$ cat src/rtl/dp_alu_pkg.sv
package dp_alu_pkg;

   typedef enum logic [3:0] {
      OP_AND   = 4'h0,
      OP_XOR   = 4'h1,
      OP_SUB   = 4'h2,
      OP_RSUB  = 4'h3,
      OP_ADD   = 4'h4,
      OP_ADDC  = 4'h5,
      OP_SUBC  = 4'h6,
      OP_RSUBC = 4'h7,
      OP_TSTA  = 4'h8,
      OP_TSTX  = 4'h9,
      OP_CMPS  = 4'hA,
      OP_CMPA  = 4'hB,
      OP_OR    = 4'hC,
      OP_MOVE  = 4'hD,
      OP_CLRB  = 4'hE,
      OP_NOT   = 4'hF
   } dp_op_e;

   typedef enum logic [1:0] {
      CLS_LOGIC = 2'd0,
      CLS_ADD   = 2'd1,
      CLS_SUB   = 2'd2
   } dp_cls_e;

   typedef struct packed {
      logic n;
      logic z;
      logic c;
      logic v;
   } dp_flags_t;

   function automatic dp_cls_e op_class(input dp_op_e op);
      case (op)
         OP_ADD, OP_ADDC, OP_CMPA:                          return CLS_ADD;
         OP_SUB, OP_RSUB, OP_SUBC, OP_RSUBC, OP_CMPS:       return CLS_SUB;
         default:                                           return CLS_LOGIC;
      endcase
   endfunction

endpackage

$ cat src/rtl/dp_imm_rot.sv
module dp_imm_rot #(
   parameter int DATA_W = 32,
   parameter int IMM_W  = 8,
   parameter int ROT_W  = 4
) (
   input  logic [IMM_W-1:0]  imm,
   input  logic [ROT_W-1:0]  rot,
   input  logic              c_in,
   output logic [DATA_W-1:0] value,
   output logic              c_out
);
   localparam int MAX_AMT = 2 * ((1 << ROT_W) - 1);

   generate
      if (IMM_W > DATA_W) begin : g_bad_imm
         $error("dp_imm_rot: IMM_W exceeds DATA_W");
      end
      if (MAX_AMT >= DATA_W) begin : g_bad_rot
         $error("dp_imm_rot: rotate range exceeds DATA_W");
      end
   endgenerate

   logic [DATA_W-1:0]   ext;
   logic [2*DATA_W-1:0] dbl;
   logic [2*DATA_W-1:0] shifted;
   logic [ROT_W:0]      amt;

   always_comb begin
      ext     = {{(DATA_W-IMM_W){1'b0}}, imm};
      dbl     = {ext, ext};
      amt     = {rot, 1'b0};
      shifted = dbl >> amt;
      value   = shifted[DATA_W-1:0];
      c_out   = (rot == '0) ? c_in : value[DATA_W-1];
   end

   always_comb begin
      if (rot == '0) begin

         imm_carry_chk: assert (c_out == c_in && value[DATA_W-1:IMM_W] == '0);
      end
   end

endmodule

$ cat src/rtl/dp_arith_core.sv
module dp_arith_core
   import dp_alu_pkg::*;
#(
   parameter int DATA_W = 32
) (
   input  dp_op_e            op,
   input  logic [DATA_W-1:0] a,
   input  logic [DATA_W-1:0] b,
   input  logic              c_flag,
   output logic [DATA_W-1:0] res,
   output logic              arith_c,
   output logic              arith_v,
   output logic              wr_en
);
   localparam int MSB = DATA_W - 1;

   logic [DATA_W-1:0] x, y;
   logic              cin;
   logic [DATA_W:0]   sum;
   logic [DATA_W-1:0] logic_res;
   dp_cls_e           cls;

   always_comb begin
      x   = a;
      y   = b;
      cin = 1'b0;
      case (op)
         OP_ADD, OP_CMPA: begin x = a; y = b;  cin = 1'b0;   end
         OP_ADDC:         begin x = a; y = b;  cin = c_flag; end
         OP_SUB, OP_CMPS: begin x = a; y = ~b; cin = 1'b1;   end
         OP_SUBC:         begin x = a; y = ~b; cin = c_flag; end
         OP_RSUB:         begin x = b; y = ~a; cin = 1'b1;   end
         OP_RSUBC:        begin x = b; y = ~a; cin = c_flag; end
         default:         begin x = a; y = b;  cin = 1'b0;   end
      endcase
      sum     = {1'b0, x} + {1'b0, y} + {{DATA_W{1'b0}}, cin};
      arith_c = sum[DATA_W];
      arith_v = (x[MSB] == y[MSB]) && (sum[MSB] != x[MSB]);
   end

   always_comb begin
      case (op)
         OP_AND, OP_TSTA: logic_res = a & b;
         OP_XOR, OP_TSTX: logic_res = a ^ b;
         OP_OR:           logic_res = a | b;
         OP_MOVE:         logic_res = b;
         OP_CLRB:         logic_res = a & ~b;
         OP_NOT:          logic_res = ~b;
         default:         logic_res = '0;
      endcase
   end

   always_comb begin
      cls   = op_class(op);
      res   = (cls == CLS_LOGIC) ? logic_res : sum[DATA_W-1:0];
      wr_en = !(op == OP_TSTA || op == OP_TSTX || op == OP_CMPS || op == OP_CMPA);
   end

endmodule

$ cat src/rtl/dp_flag_unit.sv
module dp_flag_unit
   import dp_alu_pkg::*;
#(
   parameter int DATA_W = 32
) (
   input  logic              s_bit,
   input  logic              rd_is_pc,
   input  logic              mode_has_saved,
   input  dp_cls_e           cls,
   input  logic [DATA_W-1:0] res,
   input  logic              arith_c,
   input  logic              arith_v,
   input  logic              opnd_c,
   input  dp_flags_t         f_in,
   output dp_flags_t         f_out,
   output logic              restore
);
   dp_flags_t calc;

   always_comb begin
      calc.n = res[DATA_W-1];
      calc.z = (res == '0);
      if (cls == CLS_LOGIC) begin
         calc.c = opnd_c;
         calc.v = f_in.v;
      end else begin
         calc.c = arith_c;
         calc.v = arith_v;
      end
      restore = s_bit && rd_is_pc && mode_has_saved;
      if (!s_bit || restore) f_out = f_in;
      else                   f_out = calc;
   end

   always_comb begin
      if (!s_bit) begin

         hold_flags_chk: assert (f_out == f_in && !restore);
      end
      if (s_bit && !restore && cls == CLS_LOGIC) begin

         keep_v_chk: assert (f_out.v == f_in.v && f_out.c == opnd_c);
      end
   end

endmodule

$ cat src/rtl/dp_alu_unit.sv
module dp_alu_unit
   import dp_alu_pkg::*;
#(
   parameter int DATA_W  = 32,
   parameter int IMM_W   = 8,
   parameter int ROT_W   = 4,
   parameter int REG_W   = 4
) (
   input  logic [31:0]       instr,
   input  logic [DATA_W-1:0] rn_val,
   input  logic [DATA_W-1:0] shop_val,
   input  logic              shop_carry,
   input  logic [3:0]        flags_in,
   input  logic              mode_has_saved,
   output logic [DATA_W-1:0] result,
   output logic [REG_W-1:0]  rd_idx,
   output logic [REG_W-1:0]  rn_idx,
   output logic              rd_we,
   output logic [3:0]        flags_out,
   output logic              restore_req
);
   localparam int IMM_LSB = 0;
   localparam int ROT_LSB = IMM_LSB + IMM_W;
   localparam int RD_LSB  = ROT_LSB + ROT_W;
   localparam int RN_LSB  = RD_LSB + REG_W;
   localparam int S_POS   = RN_LSB + REG_W;
   localparam int OP_LSB  = S_POS + 1;
   localparam int I_POS   = OP_LSB + 4;
   localparam logic [REG_W-1:0] PC_IDX = '1;

   generate
      if (I_POS > 31) begin : g_bad_fields
         $error("dp_alu_unit: instruction fields exceed word");
      end
   endgenerate

   dp_op_e            op;
   logic              s_bit, i_bit;
   logic [DATA_W-1:0] imm_val, opnd;
   logic              imm_c, opnd_c;
   logic              arith_c, arith_v;
   dp_flags_t         f_in, f_out;
   logic              unused_hi;

   always_comb begin
      op     = dp_op_e'(instr[OP_LSB +: 4]);
      s_bit  = instr[S_POS];
      i_bit  = instr[I_POS];
      rd_idx = instr[RD_LSB +: REG_W];
      rn_idx = instr[RN_LSB +: REG_W];
      f_in   = dp_flags_t'(flags_in);
   end

   assign unused_hi = ^instr[31:I_POS+1];

   dp_imm_rot #(.DATA_W(DATA_W), .IMM_W(IMM_W), .ROT_W(ROT_W)) u_rot (
      .imm   (instr[IMM_LSB +: IMM_W]),
      .rot   (instr[ROT_LSB +: ROT_W]),
      .c_in  (f_in.c),
      .value (imm_val),
      .c_out (imm_c)
   );

   always_comb begin
      opnd   = i_bit ? imm_val : shop_val;
      opnd_c = i_bit ? imm_c   : shop_carry;
   end

   dp_arith_core #(.DATA_W(DATA_W)) u_core (
      .op      (op),
      .a       (rn_val),
      .b       (opnd),
      .c_flag  (f_in.c),
      .res     (result),
      .arith_c (arith_c),
      .arith_v (arith_v),
      .wr_en   (rd_we)
   );

   dp_flag_unit #(.DATA_W(DATA_W)) u_flags (
      .s_bit          (s_bit),
      .rd_is_pc       (rd_idx == PC_IDX),
      .mode_has_saved (mode_has_saved),
      .cls            (op_class(op)),
      .res            (result),
      .arith_c        (arith_c),
      .arith_v        (arith_v),
      .opnd_c         (opnd_c),
      .f_in           (f_in),
      .f_out          (f_out),
      .restore        (restore_req)
   );

   assign flags_out = f_out;

   always_comb begin
      if (instr[OP_LSB+3 -: 2] == 2'b10) begin

         no_write_chk: assert (!rd_we);
      end
      if (restore_req) begin

         restore_hold_chk: assert (flags_out == flags_in && s_bit && rd_idx == PC_IDX);
      end
      if (s_bit && !restore_req) begin

         nz_flag_chk: assert (flags_out[3] == result[DATA_W-1] && flags_out[2] == (result == '0));
      end
   end

endmodule

$ cat config.mk
export PLATFORM = sky130hd
export DESIGN_NAME = dp_alu_unit
export DESIGN_NICKNAME = d
export VERILOG_FILES = /design/src/rtl/dp_alu_pkg.sv /design/src/rtl/dp_imm_rot.sv /design/src/rtl/dp_arith_core.sv /design/src/rtl/dp_flag_unit.sv /design/src/rtl/dp_alu_unit.sv
export SDC_FILE = /design/constraint.sdc
export NUM_CORES = 1
export LEC_CHECK = 0
export BUFFER_PORTS_ARGS = -buffer_cell sky130_fd_sc_hd__buf_2
export CAP_MARGIN = 10
export CORE_MARGIN = 2
export CORE_UTILIZATION = 35
export DETAILED_ROUTE_END_ITERATION = 10
export GPL_TIMING_DRIVEN = 0
export PLACE_DENSITY_LB_ADDON = 0.15
export RECOVER_POWER = 25
export SYNTH_ARGS = -nofsm -noshare
export SYNTH_HDL_FRONTEND = slang
export SYNTH_SLANG_ARGS = --single-unit
$ cat constraint.sdc
create_clock -name vclk -period 5.8
set_input_delay 0.29 -clock vclk [all_inputs]
set_output_delay 0.29 -clock vclk [all_outputs]
set_load 0.01 [all_outputs]
## Word-level counts from Yosys, hierarchy flattened

Memories as Yosys holds them, arrays and structs flattened.
Index checks and enable logic that the tools add are counted.

| storage, ports and cells | value |
|---|---|
| register bits after elaboration | 0 |
| latch bits | 0 |
| RAM bits | 0 |
| memory bits (read-only) | 64 |
| input bits | 102 |
| output and inout bits | 46 |
| word-level logic and storage cells | 58 |
| memories kept | 2 |

| operators by class | value |
|---|---|
| $add $sub $neg | 2 |
| multipliers | 0 |
| divide/modulo/power cells | 0 |
| $lt $le $gt $ge | 0 |
| equal/unequal tests | 17 |
| shift-type cells | 1 |
| muxes and demuxes | 10 |
| bitwise gates (word level) | 6 |
| reductions and logical operators | 20 |

Memories:

| name | depth | width | read ports | clocked after memory_dff | wr ports | RTL line | source |
|---|---|---|---|---|---|---|---|
| (name not given) | 16 | 2 | 1 | 0 | 0 | dp_alu_pkg.sv:36 | `case (op)` |
| (name not given) | 16 | 2 | 1 | 0 | 0 | dp_alu_pkg.sv:36 |  |

Operators by type and width:

| kind | number |
|---|---|
| 32-bit one-hot mux with 6 select lines | 1 |
| 32-bit 2-to-1 mux | 3 |
| 32-bit bitwise AND | 2 |
| 32-bit inverter | 2 |
| 32-bit one-hot mux with 2 select lines | 1 |
| 40-bit by 5-bit right shift with 32-bit output | 1 |
| 4-bit equality test (second input constant) | 9 |
| 32-bit by 32-bit adder with 33-bit output | 1 |
| 33-bit by 1-bit adder with 33-bit output | 1 |
| 32-bit zero test | 1 |
| 32-bit bitwise OR | 1 |
| 32-bit bitwise XOR | 1 |
| 4-bit by 3-bit equality test with 1-bit output (second input constant) | 3 |
| 3-bit OR reduction | 3 |
| 4-bit by 2-bit equality test with 1-bit output (second input constant) | 2 |
| 4-bit zero test | 2 |
| 2-bit OR reduction | 3 |
| 4-bit by 1-bit equality test with 1-bit output (second input constant) | 1 |
| 2-bit zero test | 2 |
| 1-bit logical OR | 4 |
| 4-bit 2-to-1 mux | 1 |
| 1-bit logical AND | 3 |
| 1-bit zero test | 2 |
| 1-bit 2-to-1 mux | 2 |
| other kinds (4) | 4 |

## Longest topological paths before layout

Gate-level depths: netlist of run 1.

| logic depth | value |
|---|---|
| depth after elaboration | 10 |
| depth in mapped cells | 22 |
| depth with buffers taken out | 19 |

## Hierarchy

Synthesis of run 1 repeated with hierarchy kept, for this count alone.

| unflattened totals | value |
|---|---|
| cell total of the unflattened synthesis | 1016 |
| area, all modules | 6627.6 um^2 |

By module, submodules not included:

| module | instances | cells each | area each (um^2) | seq. area each (um^2) |
|---|---|---|---|---|
| dp_arith_core | 1 | 843 | 5113.7 | 0.0 |
| dp_imm_rot | 1 | 101 | 683.2 | 0.0 |
| dp_alu_unit | 1 | 51 | 655.6 | 0.0 |
| dp_flag_unit | 1 | 21 | 175.2 | 0.0 |

## Worst setup path after synthesis of run 1

Ideal clock, no wire load.

| timing | value |
|---|---|
| kind | input-to-output |
| start | input port instr[22] |
| end | output port flags_out[2] |
| data arrival time | 4.921 ns |
| required time | 5.510 ns |
| path slack | 0.589 ns |
| stages on the path | 21 |
| path buffers | 6 |
| path through | buf_2 -> buf_1 -> clkbuf_1 -> buf_2 -> nand2_1 -> clkbuf_1 -> clkbuf_1 -> a21oi_1 -> fa_1 -> inv_1 -> fa_1 -> a21oi_1 -> o21ai_0 -> a221o_1 -> xnor2_1 -> a2bb2oi_1 -> or4_1 -> nor4_2 -> nand4_1 -> nor4_1 -> a21o_1 |

| on the way | value |
|---|---|
| cells in the longest elaborated chain, start to end | 8 |
| elaborated cells between the ends (all ways) | 31 |
| those cells by class | 2 x add/sub; 13 x eq/ne; 6 x mux; 9 x reduce/logical; 1 x memory |

RTL lines:

| what | RTL line | source |
|---|---|---|
| start, declared | dp_alu_unit.sv:9 | `input logic [31:0] instr,` |
| 4-bit by 2-bit equality test with 1-bit output (tied with other cells) | dp_arith_core.sv:27 | `case (op)` |
| 3-bit OR reduction (no source line) or 2-bit OR reduction (tied branches) | n/a |  |
| 32-bit one-hot mux with 2 select lines or 32-bit 2-to-1 mux (tied branches) | dp_arith_core.sv:27 |  |
| 32-bit by 32-bit adder with 33-bit output | dp_arith_core.sv:36 | `sum = {1'b0, x} + {1'b0, y} + {{DATA_W{1'b0}}, cin};` |
| 33-bit by 1-bit adder with 33-bit output | dp_arith_core.sv:36 |  |
| 32-bit 2-to-1 mux * | dp_arith_core.sv:55 | `res = (cls == CLS_LOGIC) ? logic_res : sum[DATA_W-1:0];` |
| named net result[10] | dp_alu_unit.sv:15 | `output logic [DATA_W-1:0] result,` |
| 32-bit zero test * | dp_flag_unit.sv:22 | `calc.z = (res == '0);` |
| 4-bit 2-to-1 mux * | dp_flag_unit.sv:31 | `if (!s_bit \|\| restore) f_out = f_in;` |
| end, declared | dp_alu_unit.sv:19 | `output logic [3:0] flags_out,` |

Mark *: on every way through the listed nets, which the timed path passes. The rest lies on a longest branch.

## Final worst setup path of run 1

| timing | value |
|---|---|
| start | input port instr[9] |
| end | output port flags_out[2] |

| on the way | value |
|---|---|
| cells in the longest elaborated chain, start to end | 9 |
| elaborated cells between the ends (all ways) | 15 |
| those cells by class | 2 x add/sub; 1 x shift; 6 x mux; 5 x bitwise; 1 x reduce/logical |

RTL lines:

| what | RTL line | source |
|---|---|---|
| 40-bit by 5-bit right shift with 32-bit output * | dp_imm_rot.sv:32 | `shifted = dbl >> amt;` |
| 32-bit 2-to-1 mux * | dp_alu_unit.sv:65 | `opnd = i_bit ? imm_val : shop_val;` |
| 32-bit inverter | n/a |  |
| 32-bit one-hot mux with 2 select lines | dp_arith_core.sv:27 |  |
| 32-bit by 32-bit adder with 33-bit output | dp_arith_core.sv:36 |  |
| 33-bit by 1-bit adder with 33-bit output | dp_arith_core.sv:36 |  |
| 32-bit 2-to-1 mux * | dp_arith_core.sv:55 |  |
| 32-bit zero test * | dp_flag_unit.sv:22 |  |
| 4-bit 2-to-1 mux * | dp_flag_unit.sv:31 |  |

Every way passes the cells marked *; elsewhere a longest branch is shown, timed or not.

==> impl_metrics.env, run 1 <==
export IMPL_synth_xor_area_share_pct=2.92
export IMPL_worst_setup_path_end_kind="output port"
export IMPL_synthesis_nets=1207
export IMPL_timing_critical_path_required_ns=5.51
export IMPL_syn_area_per_cell_um2=6.64
export IMPL_power_frac_clock_pct=0
export IMPL_first_global_vias=8207
export IMPL_hold_start="instr[19]"
export IMPL_achievable_frequency_ghz=0.176
export IMPL_design_core_area_mm2=0.0194
export IMPL_antenna_cells_inserted=0
export IMPL_irDropWorstVdd_v=0.0000641
export IMPL_share_of_cells_above_drive_strength_1_pct=20.5
export IMPL_io_pin_count=148
export IMPL_synth_area_mm2=0.00691
export IMPL_final_setup_violating_endpoints=0
export IMPL_crit_path_start="instr[9]"
export IMPL_setup_worst_path_start_class="input pin"
export IMPL_synth_compound_gate_area_share_pct=39.6
export IMPL_yosysWarnings=0
export IMPL_sequential_cell_total=0
export IMPL_grt_use_total_pct=30.6
export IMPL_initial_core_util_pct=35.6
export IMPL_synth_simple_gate_area_share_pct=23.9
export IMPL_post_route_cell_area_mm2=0.00822
export IMPL_min_path_type="in2out"
export IMPL_power_sequential_fraction_pct=0
export IMPL_dr_pass1_iters=5
export IMPL_detail_route_antenna_nets=0
export IMPL_wl_per_cell_um=22.9
export IMPL_worstMarginPinSlew_ns=1.30
export IMPL_grt_pass1_wl_mm=49.2
export IMPL_p_sw_share_pct=61.9
export IMPL_place_area_mm2=0.00792
export IMPL_fillers=2125
export IMPL_die_y_um=145
export IMPL_main_combinational_cell_family_by_area_after_synthesis="compound AO/OA/AOI/OAI gates"
export IMPL_timing_endpoint_of_the_critical_path="flags_out[2]"
export IMPL_timing_setup_critical_path_class="in2out"
export IMPL_dp_hpwl_mm=26.5
export IMPL_pwr_density_cell_mw_per_mm2=137
export IMPL_synth_cell_types=87
export IMPL_cp_arrival_ns=5.39
export IMPL_post_synth_fa_ha_maj_area_fraction_pct=12.0
export IMPL_grt_antenna_before_repair=0
export IMPL_finalMaxSlewViolations=0
export IMPL_cellLeakagePower_uw=0.00365
export IMPL_layout_core_utilization_pct=42.4
export IMPL_post_layout_total_power_uw=1120
export IMPL_synth_sequential_area_ratio_pct=0
export IMPL_clock_buffers=0
export IMPL_place_port_buffers=136
export IMPL_cap_viol_max_count=0
export IMPL_core_rowCount=51
export IMPL_layout_worst_path_cycle_share_pct=98.0
export IMPL_grt_remaining_overflow=0
export IMPL_worst_path_maximum_fanout=10
export IMPL_post_route_drc_count=0
export IMPL_vias=9058
export IMPL_cell_internal_pwr_uw=428
export IMPL_route_final_wire_length_mm=33.2
export IMPL_chipWidth_um=145
export IMPL_post_synth_mux_area_share_pct=12.4
export IMPL_total_switching_power_uw=695
export IMPL_num_nets_final=1351
export IMPL_area_growth_synth_to_final_pct=18.9
export IMPL_drtIter0Drc=800
export IMPL_die_area_mm2=0.0209
export IMPL_slew_headroom_pct=13.1
export IMPL_timing_hold_violations_final=0
export IMPL_globalplace_congestion=0.965
export IMPL_sequential_cell_area_um2=0
export IMPL_synthCells=1040
export IMPL_worst_hold_slack_ns=0.789
export IMPL_largest_net_degree_at_the_start_of_global_routing=20
export IMPL_run_status="finished clean"
export IMPL_drt_vias_per_instance=6.26
export IMPL_fin_crit_ns=5.68
export IMPL_gate_power_share_pct=100.0
[critical path: stages]
cell                        delay, ns
sky130_fd_sc_hd__buf_2           0.10
sky130_fd_sc_hd__buf_6           0.15
sky130_fd_sc_hd__mux2_2          0.41
sky130_fd_sc_hd__a221oi_4        0.38
sky130_fd_sc_hd__mux2_2          0.37
sky130_fd_sc_hd__a21oi_1         0.17
sky130_fd_sc_hd__fa_2            0.28
sky130_fd_sc_hd__inv_1           0.07
sky130_fd_sc_hd__fa_2            0.42
sky130_fd_sc_hd__a21oi_2         0.20
sky130_fd_sc_hd__o21ai_2         0.15
sky130_fd_sc_hd__a221o_1         0.36
sky130_fd_sc_hd__xnor2_1         0.20
sky130_fd_sc_hd__a2bb2oi_1       0.13
sky130_fd_sc_hd__or4_4           0.61
sky130_fd_sc_hd__nor4_4          0.33
sky130_fd_sc_hd__nand4_1         0.25
sky130_fd_sc_hd__nor4_1          0.29
sky130_fd_sc_hd__a21o_1          0.11
sky130_fd_sc_hd__buf_2           0.12
[per-layer routing]
layer	GRT usage [%]	share of wire (%)
met4	8.74	4.0
met3	5.07	9.9
met1	42.7	43
met5	0	0
met2	48.3	43
[cell type report]
| cell class | count | area, µm² | share of cell area (%) |
|---|---|---|---|
| multi-input combinational | 895 | 6470 | 78.7 |
| tap | 265 | 332 | 4.04 |
| timing repair buffer | 146 | 744 | 9.06 |
| buffer | 91 | 483 | 5.88 |
| inverter | 50 | 188 | 2.28 |
[metrics by stage]
step | TNS [ns] | std cells | worst slack, ns
after floorplan | 0 | 1040 | 0.589
after global placement | -7.32 | 1441 | -1.60
after detailed placement | -5.72 | 1441 | -1.52
after CTS | 0 | 1439 | 0.0105
after global routing | -0.0168 | 1447 | -0.0168
final | 0 | 1447 | 0.118
[timing repair]
| action | 4_1_cts | 5_1_grt |
|---|---|---|
| pin swaps | 5 | 9 |
| resized for setup | 34 | 42 |
| endpoints found under the setup margin | 21 | 2 |
| hold buffers | 0 | 0 |
| setup buffers | 1 | 9 |
[logic make-up after synthesis]
family | count (synthesis)
fa+ha+maj | 65
simple gates | 326
compound gates | 399
xor+xnor | 23
mux | 82
buf+inv | 145
[cell usage after synthesis, drive strengths merged, types with 7 or more instances]
master | instances | area (µm²)
a221oi | 14 | 153
o31ai | 8 | 60.1
or3 | 10 | 62.6
a221o | 7 | 70.1
a31oi | 13 | 100
and2 | 16 | 100
a21oi | 80 | 404
nor2b | 19 | 119
xnor2 | 19 | 166
o221ai | 7 | 73.8
mux2i | 71 | 711
o21a | 12 | 90.1
mux2 | 10 | 120
a211o | 8 | 70.1
o211ai | 12 | 90.1
o22ai | 12 | 87.6
a21o | 12 | 90.1
clkbuf | 58 | 218
buf | 37 | 230
a21boi | 7 | 56.3
a22oi | 11 | 87.6
nor3 | 25 | 125
nand2 | 103 | 387
ha | 63 | 788
nor2 | 64 | 240
nand3 | 19 | 95.1
a211oi | 20 | 155
nand2b | 14 | 87.6
inv | 50 | 188
o21ai | 114 | 571
nand4 | 14 | 87.6
[worst min-delay path by stage]
stage / to / slack, ns / cells after the start
2_1_floorplan: rd_idx[0] / 0.67 / 1
3_3_place_gp: rn_idx[0] / 0.76 / 2
3_5_place_dp: rn_idx[0] / 0.77 / 2
4_1_cts: rn_idx[0] / 0.77 / 2
5_1_grt: rn_idx[2] / 0.81 / 2
6_report: rn_idx[3] / 0.79 / 2
[placed cells by master (no fill, tap or decap), types with 6 or more instances in the layout]
cell type	n
sky130_fd_sc_hd__or3_1	10
sky130_fd_sc_hd__a221oi_1	10
sky130_fd_sc_hd__mux2_2	7
sky130_fd_sc_hd__and2_1	16
sky130_fd_sc_hd__inv_1	50
sky130_fd_sc_hd__nand2_1	101
sky130_fd_sc_hd__nor2b_1	18
sky130_fd_sc_hd__a21o_1	12
sky130_fd_sc_hd__a22o_1	6
sky130_fd_sc_hd__clkbuf_1	47
sky130_fd_sc_hd__o21a_1	12
sky130_fd_sc_hd__nor3b_1	6
sky130_fd_sc_hd__nand2b_1	14
sky130_fd_sc_hd__nand4_1	14
sky130_fd_sc_hd__a221o_1	7
sky130_fd_sc_hd__a31oi_1	10
sky130_fd_sc_hd__o211ai_1	12
sky130_fd_sc_hd__mux2i_1	69
sky130_fd_sc_hd__ha_1	63
sky130_fd_sc_hd__a211oi_1	19
sky130_fd_sc_hd__o21ai_0	108
sky130_fd_sc_hd__xnor2_1	19
sky130_fd_sc_hd__a21oi_1	76
sky130_fd_sc_hd__nor2_1	63
sky130_fd_sc_hd__o22ai_1	10
sky130_fd_sc_hd__nand3_1	19
sky130_fd_sc_hd__a211o_1	8
sky130_fd_sc_hd__buf_2	140
sky130_fd_sc_hd__buf_4	24
sky130_fd_sc_hd__nor3_1	23
sky130_fd_sc_hd__o31ai_1	8
sky130_fd_sc_hd__a22oi_1	9
sky130_fd_sc_hd__clkbuf_2	11
[power by group through the flow]
stage / Combinational (µW) / Sequential (µW) / Clock [µW]
2_1_floorplan: 708 / 0 / 0
3_3_place_gp: 1050 / 0 / 0
3_5_place_dp: 1050 / 0 / 0
4_1_cts: 1070 / 0 / 0
5_1_grt: 1220 / 0 / 0
6_report: 1120 / 0 / 0
(Power assumes the default switching activity.)
==> inputs of run 2 (changes only) <==
- ABC_AREA: default -> 1
==> impl_metrics.env, run 2 <==
export IMPL_run_status="finished clean"
export IMPL_placed_cells=1854
export IMPL_cts_setup_buffers=0
export IMPL_final_cell_mix="545 x sky130_fd_sc_hd__nand2_1, 255 x sky130_fd_sc_hd__inv_1, 139 x sky130_fd_sc_hd__buf_2"
export IMPL_fin_crit_ns=5.48
export IMPL_gate_power_share_pct=100.0
export IMPL_place_port_buffers=137
export IMPL_ctsResizeCount=0
export IMPL_setup_worst_path_start_class="input pin"
export IMPL_synth_top_cell_area_share_pct=29.7
export IMPL_achievable_frequency_ghz=0.182
export IMPL_area_growth_synth_to_final_pct=14.6
export IMPL_synthCells=1452
export IMPL_first_global_vias=8750
export IMPL_die_area_mm2=0.0208
export IMPL_largest_net_degree_at_the_start_of_global_routing=11
export IMPL_yosysWarnings=0
export IMPL_holdBufCountCts=0
export IMPL_chipWidth_um=144
export IMPL_die_y_um=144
export IMPL_setup_ws_ns=0.316
export IMPL_cell_internal_pwr_uw=329
export IMPL_timing_critical_path_required_ns=5.51
export IMPL_min_path_type="in2out"
export IMPL_num_nets_final=1758
export IMPL_synth_cell_types=42
export IMPL_core_rowCount=51
export IMPL_design_core_area_mm2=0.0194
export IMPL_synthDominantAreaCellType="sky130_fd_sc_hd__nand2_1"
export IMPL_post_route_drc_count=0
export IMPL_sequential_cell_total=0
export IMPL_dr_pass1_iters=8
export IMPL_detail_route_antenna_nets=0
export IMPL_grt_antenna_before_repair=0
export IMPL_syn_area_per_cell_um2=4.75
export IMPL_synth_most_common_cell="sky130_fd_sc_hd__nand2_1"
export IMPL_dp_slack_ns=0.192
export IMPL_worst_path_maximum_fanout=10
export IMPL_cp_slowest_cell="sky130_fd_sc_hd__fa_1"
export IMPL_critical_path_top_delay_family="simple AND/OR/NAND/NOR gates"
export IMPL_grt_use_total_pct=30.6
export IMPL_critical_path_top_cell_by_count="sky130_fd_sc_hd__nand2_1"
export IMPL_synth_area_mm2=0.00690
export IMPL_cp_arrival_ns=5.19
export IMPL_antenna_cells_inserted=0
export IMPL_pwr_density_cell_mw_per_mm2=128
export IMPL_synth_commonest_cells="545 x sky130_fd_sc_hd__nand2_1, 255 x sky130_fd_sc_hd__inv_1, 124 x sky130_fd_sc_hd__nand3_1, 112 x sky130_fd_sc_hd__nor2_1, 108 x sky130_fd_sc_hd__o21ai_0"
export IMPL_grt_remaining_overflow=0
export IMPL_layout_cells_non_filler=1854
export IMPL_final_setup_violating_endpoints=0
export IMPL_p_sw_share_pct=67.5
export IMPL_power_sequential_fraction_pct=0
export IMPL_wl_per_cell_um=17.5
export IMPL_critical_path_max_stage_delay_ns=0.56
export IMPL_slew_headroom_pct=43.3
export IMPL_buf_inv_stages_crit_path=6
export IMPL_drt_vias_per_instance=5.28
export IMPL_layout_worst_path_cycle_share_pct=94.6
export IMPL_route_final_wire_length_mm=32.4
export IMPL_timing_setup_critical_path_class="in2out"
export IMPL_vias=9787
export IMPL_irDropWorstVdd_v=0.0000486
export IMPL_initial_core_util_pct=35.5
export IMPL_worstMarginPinSlew_ns=0.850
export IMPL_total_switching_power_uw=685
export IMPL_clock_buffers=0
export IMPL_cap_viol_max_count=0
export IMPL_drtIter0Drc=896
export IMPL_globalplace_congestion=1.03
export IMPL_ys_top_cells_by_area="sky130_fd_sc_hd__nand2_1 30%, sky130_fd_sc_hd__inv_1 14%, sky130_fd_sc_hd__ha_1 11%"
export IMPL_layout_cells_most_common="sky130_fd_sc_hd__nand2_1"
export IMPL_grt_pass1_wl_mm=48.6
export IMPL_dp_hpwl_mm=27.1
export IMPL_grt_setup_unrepaired="no"
export IMPL_sequential_cell_area_um2=0
export IMPL_share_of_cells_above_drive_strength_1_pct=11.3
export IMPL_setup_tns_final_ns=0
export IMPL_synthesis_nets=1619
export IMPL_synth_sequential_area_ratio_pct=0
export IMPL_power_frac_clock_pct=0
export IMPL_io_pin_count=148
export IMPL_cellLeakagePower_uw=0.00470
export IMPL_worst_setup_path_end_kind="output port"
export IMPL_post_layout_total_power_uw=1010
export IMPL_finalMaxSlewViolations=0
export IMPL_timing_hold_violations_final=0
[run 2: kinds of logic after synthesis]
family | Yosys count | share of synthesized area [%]
simple gates | 829 | 49.6
buf+inv | 324 | 18.7
compound gates | 232 | 19.4
fa+ha+maj | 65 | 12.0
xor+xnor | 2 | 0.254
[run 2: metal layers]
metal	part of all wire, %	track usage, %	vias up
met5	0	0	-
met4	3.9	8.94	0
met3	9.9	4.67	70
met2	43	49.6	502
met1	43	42.0	4325
li1	-	-	4890
[run 2: final timing paths]
path | startpoint | to | slack, ns | cells after the start
setup / recovery | instr[21] | flags_out[2] | 0.32 | 28
hold / removal | instr[18] | rn_idx[2] | 0.79 | 2
[run 2: stage by stage]
stage | hold slack (ns) | area [µm²] | util, %
floorplan | 0.651 | 6900 | -
global placement | 0.765 | 7910 | 40.8
detailed placement | 0.765 | 7910 | 40.8
CTS | 0.764 | 7910 | 40.8
global route | 0.805 | 7900 | 40.7
finish | 0.788 | 7900 | 40.7
[run 2: cell type report]
| cell class | count | area [µm²] |
|---|---|---|
| inverters | 269 | 1010 |
| repair buffers | 137 | 672 |
| plain buffers | 55 | 283 |
| fillers | 2351 | 11500 |
| multi-input cells | 1128 | 5610 |
| well taps | 265 | 332 |
[run 2: power groups by stage]
stage / Clock [µW] / Sequential (µW) / Combinational (µW)
floorplan: 0 / 0 / 659
finish: 0 / 0 / 1010
global placement: 0 / 0 / 988
global route: 0 / 0 / 1140
detailed placement: 0 / 0 / 993
CTS: 0 / 0 / 998
